[config.mk]
export PLATFORM = sky130hd
export DESIGN_NAME = pid_trip_ctrl
export DESIGN_NICKNAME = d
export VERILOG_FILES = /design/src/rtl/pid_pkg.sv /design/src/rtl/pid_err_terms.sv /design/src/rtl/pid_integ.sv /design/src/rtl/pid_out_stage.sv /design/src/rtl/pid_trip_latch.sv /design/src/rtl/pid_trip_ctrl.sv
export SDC_FILE = /design/constraint.sdc
export NUM_CORES = 1
export LEC_CHECK = 0
export ABC_CLOCK_PERIOD_IN_PS = 6500
export BUFFER_PORTS_ARGS = -buffer_cell sky130_fd_sc_hd__buf_2
export CORE_MARGIN = 2
export CORE_UTILIZATION = 30
export DETAILED_ROUTE_END_ITERATION = 8
export GPL_ROUTABILITY_DRIVEN = 0
export SYNTH_ARGS = -nofsm -noshare
export SYNTH_HDL_FRONTEND = slang
export SYNTH_SLANG_ARGS = --single-unit
[constraint.sdc]
create_clock -name clk -period 6.5 [get_ports clk]
set_clock_uncertainty 0.1 [all_clocks]
set_input_delay 1.3 -clock clk [delete_from_list [all_inputs] [get_ports clk]]
set_output_delay 1.3 -clock clk [all_outputs]
set_load 0.01 [all_outputs]
[src/rtl/pid_pkg.sv]
package pid_pkg;
  localparam int PID_W = 16;
  localparam int SMP_W = 8;

  typedef logic [PID_W-1:0] word_t;
  typedef logic [SMP_W-1:0] smp_t;

  // modulo-256 difference widened by sign extension
  function automatic word_t err_ext(input smp_t tgt, input smp_t meas);
    smp_t d;
    d = tgt - meas;
    return {{(PID_W-SMP_W){d[SMP_W-1]}}, d};
  endfunction

  // gain product truncated to the datapath width (two's complement wrap)
  function automatic word_t mulw(input word_t a, input word_t k);
    logic [2*PID_W-1:0] p;
    p = a * k;
    return p[PID_W-1:0];
  endfunction
endpackage

[src/rtl/pid_err_terms.sv]
module pid_err_terms
  import pid_pkg::*;
#(
  parameter int KP = 4,
  parameter int KD = 2
) (
  input  smp_t  setpt,
  input  smp_t  vout,
  input  word_t e_prev,
  output word_t e_now,
  output word_t p_term,
  output word_t d_term
);
  localparam word_t KP_W = PID_W'(KP);
  localparam word_t KD_W = PID_W'(KD);

  assign e_now  = err_ext(setpt, vout);
  assign p_term = mulw(e_now, KP_W);

  generate
    if (KD == 0) begin : g_no_diff
      assign d_term = '0;
    end else begin : g_diff
      assign d_term = mulw(e_prev - e_now, KD_W);
    end
  endgenerate
endmodule

[src/rtl/pid_integ.sv]
module pid_integ
  import pid_pkg::*;
#(
  parameter int KI = 1
) (
  input  logic  clk,
  input  logic  rst_n,
  input  logic  commit,
  input  word_t e_now,
  output word_t i_next
);
  localparam word_t KI_W = PID_W'(KI);
  word_t i_q;

  assign i_next = i_q + mulw(e_now, KI_W);

  always_ff @(posedge clk) begin
    if (!rst_n)      i_q <= '0;
    else if (commit) i_q <= i_next;
  end
endmodule

[src/rtl/pid_out_stage.sv]
module pid_out_stage
  import pid_pkg::*;
#(
  parameter int DUTY_LSB = 3
) (
  input  logic  clk,
  input  logic  rst_n,
  input  logic  go,
  input  logic  force_off,
  input  word_t i_term,
  input  word_t p_term,
  input  word_t d_term,
  output logic  sum_neg,
  output smp_t  duty_q,
  output logic  ovld_q,
  output logic  done_q
);
  localparam int DUTY_MSB = DUTY_LSB + SMP_W - 1;
  word_t sum;

  assign sum     = i_term + p_term + d_term;
  assign sum_neg = sum[PID_W-1];

  always_ff @(posedge clk) begin
    if (!rst_n) begin
      duty_q <= '0;
      ovld_q <= 1'b0;
      done_q <= 1'b0;
    end else begin
      done_q <= go;
      if (go) begin
        ovld_q <= sum_neg;
        duty_q <= (sum_neg || force_off) ? '0 : sum[DUTY_MSB:DUTY_LSB];
      end
    end
  end
endmodule

[src/rtl/pid_trip_latch.sv]
module pid_trip_latch
  import pid_pkg::*;
#(
  parameter smp_t TRIP_LVL = 8'hC1
) (
  input  logic clk,
  input  logic rst_n,
  input  logic go,
  input  smp_t vin,
  output logic under_v,
  output logic trip_q
);
  assign under_v = (vin < TRIP_LVL);

  always_ff @(posedge clk) begin
    if (!rst_n)              trip_q <= 1'b0;
    else if (go && under_v)  trip_q <= 1'b1;
  end
endmodule

[src/rtl/pid_trip_ctrl.sv]
module pid_trip_ctrl
  import pid_pkg::*;
#(
  parameter int   KP       = 4,
  parameter int   KI       = 1,
  parameter int   KD       = 2,
  parameter int   DUTY_LSB = 3,
  parameter logic [7:0] TRIP_LVL = 8'hC1
) (
  input  logic       clk,
  input  logic       rst_n,
  input  logic       tick_i,
  input  logic [7:0] setpt_i,
  input  logic [7:0] vout_i,
  input  logic [7:0] vin_i,
  output logic [7:0] duty_o,
  output logic       done_o,
  output logic       ovld_o,
  output logic       trip_o
);
  // named internal events, observed by the bound checker
  logic  iter_go;
  logic  under_v;
  logic  commit;
  logic  sum_neg;

  word_t e_now, e_prev, p_term, d_term, i_next;

  assign iter_go = tick_i && !trip_o;
  assign commit  = iter_go && !under_v;

  pid_err_terms #(.KP(KP), .KD(KD)) u_terms (
    .setpt (setpt_i),
    .vout  (vout_i),
    .e_prev(e_prev),
    .e_now (e_now),
    .p_term(p_term),
    .d_term(d_term)
  );

  pid_integ #(.KI(KI)) u_integ (
    .clk   (clk),
    .rst_n (rst_n),
    .commit(commit),
    .e_now (e_now),
    .i_next(i_next)
  );

  always_ff @(posedge clk) begin
    if (!rst_n)      e_prev <= '0;
    else if (commit) e_prev <= e_now;
  end

  pid_out_stage #(.DUTY_LSB(DUTY_LSB)) u_out (
    .clk      (clk),
    .rst_n    (rst_n),
    .go       (iter_go),
    .force_off(under_v),
    .i_term   (i_next),
    .p_term   (p_term),
    .d_term   (d_term),
    .sum_neg  (sum_neg),
    .duty_q   (duty_o),
    .ovld_q   (ovld_o),
    .done_q   (done_o)
  );

  pid_trip_latch #(.TRIP_LVL(TRIP_LVL)) u_trip (
    .clk    (clk),
    .rst_n  (rst_n),
    .go     (iter_go),
    .vin    (vin_i),
    .under_v(under_v),
    .trip_q (trip_o)
  );
endmodule

==> flow_summary_export.csv <==
group,metric,value,unit
cells_and_area,final_common_cell,"nand2_1",
routing,postRouteWirelength,7380,µm
cells_and_area,syn_to_final_growth,17.43,%
synth,netlist_instances,383,
cts,cts_max_level,2,
cells_and_area,final_cell_mix,"nand2_1, ha_1, buf_2",
worst_setup_path,cpPeakStageDelay,0.45,ns
sta,max_freq,163.7,MHz
synth,yosys_most_used_dff,"dfxtp_1",
power,powerDensity,392.9,nW/µm²
status,outcome,"finished, final reports clean",
worst_setup_path,r2r-start,"u_integ.i_q[0]$_SDFFE_PN0P_",
worst_setup_path,crit_type,"input pin to register",
sta,fin_crit,6.109,ns
floorplan,design.die.area,12040,µm²
cts,clk_path_buf_depth,2,
synth,netlist.area_leader.share,20.90,%
sta,finalCritPeriodShare,93.98,%
cts,cts_sinks,35,
power,total_power,0.001547,W
floorplan,core_area,10890,µm²
synth,synthesis.area,3352,µm²
cells_and_area,fill_cells,1106,
cts,root_buffer,"clkbuf_8",
hold_path,min_to,"u_out.duty_q[5]$_SDFFE_PN0P_",
floorplan,rows,38,
placed_design,dp_hpwl,5742,µm
sta,rsz0062_at_grt,"no",
cts,clk_latency,0.30,ns
sta,drv_slew,0,
cells_and_area,utilization,36.15,%
worst_setup_path,crit_chain,"buf_2 > inv_1 > ha_1 > inv_1 > fa_1 > a21o_1 > a21oi_1 > o21bai_1 > a21oi_1 > xnor2_1 > ha_1 > o21a_1 > o21a_1 > o2111ai_1 > o221ai_2 > a31oi_2 > xnor2_1 > fa_1 > ha_1 > and3_1 > a221oi_2 > o21ai_4 > xnor2_4 > o31ai_1",
routing,drtIter0Drc,145,
cts,cts_inserted_buffers,5,
power,ir_drop,322.4,µV
sta,slew_headroom,37.85,%
worst_setup_path,critical_path_arrival,6.19,ns
synth,syn_nets,471,
cells_and_area,design_area,3936,µm²
cells_and_area,n_antenna_cell,0,
sta,finalSetupViolations,0,
hold_path,hold_path_startpoint,"u_out.duty_q[5]$_SDFFE_PN0P_",
sta,layout_setup_ws,0.3913,ns
sta,worst_slew_pin_slew,0.9322,ns
synth,yosysTopAreaCell,"dfxtp_1",
synth,synth_area_per_cell,8.752,µm²
synth,ys_seq_area_share,20.90,%
floorplan,die_w,109.7,µm
global_routing,grt_pass1_wl,12200,µm
cells_and_area,drive_above_1_share,16.74,%
cts,path_clk_slew,0.08,ns
placed_design,postPlaceCellArea,3749,µm²
routing,drcViolationCount,0,
hold_path,hold_path_class,"register to register",
routing,vias,2792,
synth,synth_edf_count,0,
synth,synth_area_leaders,"dfxtp_1, ha_1, fa_1",
synth,async_flop_share,0,%
cts,cts_tree,"done",
worst_setup_path,critPathLaunchType,"input pin",
worst_setup_path,r2r_end,"u_out.duty_q[7]$_SDFFE_PN0P_",
floorplan,start_util,30.79,%
worst_setup_path,r2r_cells,16,
worst_setup_path,cpMaxStageDelayCell,"fa_1",
worst_setup_path,critical_path.most_common_cell,"ha_1",
floorplan,die_h,109.7,µm
routing,antenna_left,0,
global_routing,grt_overflow_total,0,
placed_design,io_buffers,37,
synth,yosys_warnings,0,
worst_setup_path,cp_max_fo,9,
routing,wl_per_cell,12.95,µm
worst_setup_path,endpoint_kind,"register",
global_routing,grt_pass1_vias,2635,
routing,first_pass_iters,4,
global_routing,antenna_found_initial,0,
hold_path,hold_depth,2,
global_routing,grt_start_max_net_pins,32,
worst_setup_path,r2r_setup_slack,2.23,ns
cells_and_area,stdcell_count,570,
synth,yosys.cell_types.count,54,
cells_and_area,nNetsFinal,517,
worst_setup_path,cp_num_buf_inv,3,
floorplan,io-pin-count,38,
worst_setup_path,required,6.58,ns
worst_setup_path,cp-startpoint,"setpt_i[0]",
routing,vias_per_cell,4.898,
global_routing,grt_usage,12.91,%
worst_setup_path,path_delay_family,"compound AO/OA/AOI/OAI gates",
flow_run,max_cap_viol_count,0,
placed_design,dp_slack,-0.06405,ns
sta,hold_viol_final,0,
power,cellLeakagePower,1.768,nW
placed_design,dp_cells,559,
synth,ys_ff_latch,35,
-- per-layer routing --
metal	up-vias	track usage (%)	wire [µm]
met1	1330	15.80	3491
met4	0	3.345	67
li1	1434	-	-
met3	6	2.667	184
met2	22	22.93	3637
met5	-	0	0
-- stage by stage --
| step | setup TNS, ns | hold slack [ns] |
|---|---|---|
| after floorplan | 0 | 0.3388 |
| after global placement | 0 | 0.3311 |
| after global routing | 0 | 0.3725 |
| final | 0 | 0.3556 |
| after detailed placement | -0.3273 | 0.3386 |
| after CTS | 0 | 0.3601 |
-- cells in the mapped netlist, types with 2 or more instances --
master	instances
o2111ai_1	3
nor3_1	5
o31ai_1	10
ha_1	44
nor2b_1	7
o211ai_1	2
nand3b_1	2
a21boi_1	17
o31a_1	2
clkbuf_1	6
a21o_1	7
and3_1	3
or3_1	2
inv_1	32
nand2b_1	2
and2_1	4
o221ai_1	2
o211a_1	3
dfxtp_1	35
nand4_1	2
nand3_1	5
nand2_1	57
xnor2_1	24
o21bai_1	4
xor2_1	9
o21ai_1	7
a21oi_1	25
a211oi_2	2
o21ai_0	5
buf_2	2
nor2_1	10
o21a_1	5
fa_1	17
-- cell type report --
class	instances	area, µm²	area share, %
clock buffer	5	68.82	1.748
clock inverter	3	67.56	1.716
inverter	32	120.1	3.051
multi-input combinational	307	2536	64.43
sequential	35	700.7	17.80
tap	140	175.2	4.450
timing repair buffer	48	267.8	6.802
-- cells by family (layout without fill, tap and decap cells) --
kind of cell / after synthesis / in the layout / synth area share (%)
fa+ha+maj: 61 / 61 / 26.58
simple gates: 107 / 107 / 15.38
flops: 35 / 35 / 20.90
compound gates: 103 / 103 / 21.65
xor+xnor: 36 / 36 / 10.82
buf+inv: 41 / 88 / 4.666
-- sequential cells by signal, summed over array words and instances (netlist names) --
| register | cells |
|---|---|
| u_integ.i_q | 16 |
| e_prev | 8 |
| u_out.duty_q | 8 |
| u_out.done_q | 1 |
| u_out.ovld_q | 1 |
| u_trip.trip_q | 1 |
-- how the worst max path moves through the flow --
stage	to	slack, ns	depth (start not counted)
after floorplan	u_out.ovld_q$_SDFFE_PN0P_	0.17	21
after global placement	u_out.duty_q[3]$_SDFFE_PN0P_	0.01	25
after detailed placement	u_out.duty_q[1]$_SDFFE_PN0P_	-0.06	25
after CTS	u_out.duty_q[1]$_SDFFE_PN0P_	0.25	25
after global routing	u_out.duty_q[5]$_SDFFE_PN0P_	0.03	24
final	u_out.duty_q[7]$_SDFFE_PN0P_	0.39	24
-- where the power goes --
part,switching [W],internal (W),total (W)
Clock,0.0000915,0.000153,0.000245
Sequential,0.0000101,0.000234,0.000244
Combinational,0.000580,0.000478,0.00106
-- worst register-to-register path, cell delays in order (launching register included) --
cell,delay [ns]
dfxtp_1,0.34
ha_1,0.20
inv_1,0.07
fa_1,0.39
nor2b_1,0.20
o2111ai_1,0.18
and4b_1,0.25
o221ai_2,0.24
a31oi_2,0.15
xnor2_1,0.21
fa_1,0.45
ha_1,0.33
and3_1,0.22
a221oi_2,0.31
o21ai_4,0.12
xnor2_4,0.28
o31ai_1,0.12
-- repair_timing --
action | in CTS | in global routing
endpoints found under the setup margin | 0 | 9
resized for setup | 0 | 5
hold buffers | 0 | 0
buffers inserted | 0 | 3
(Power assumes the default switching activity.)
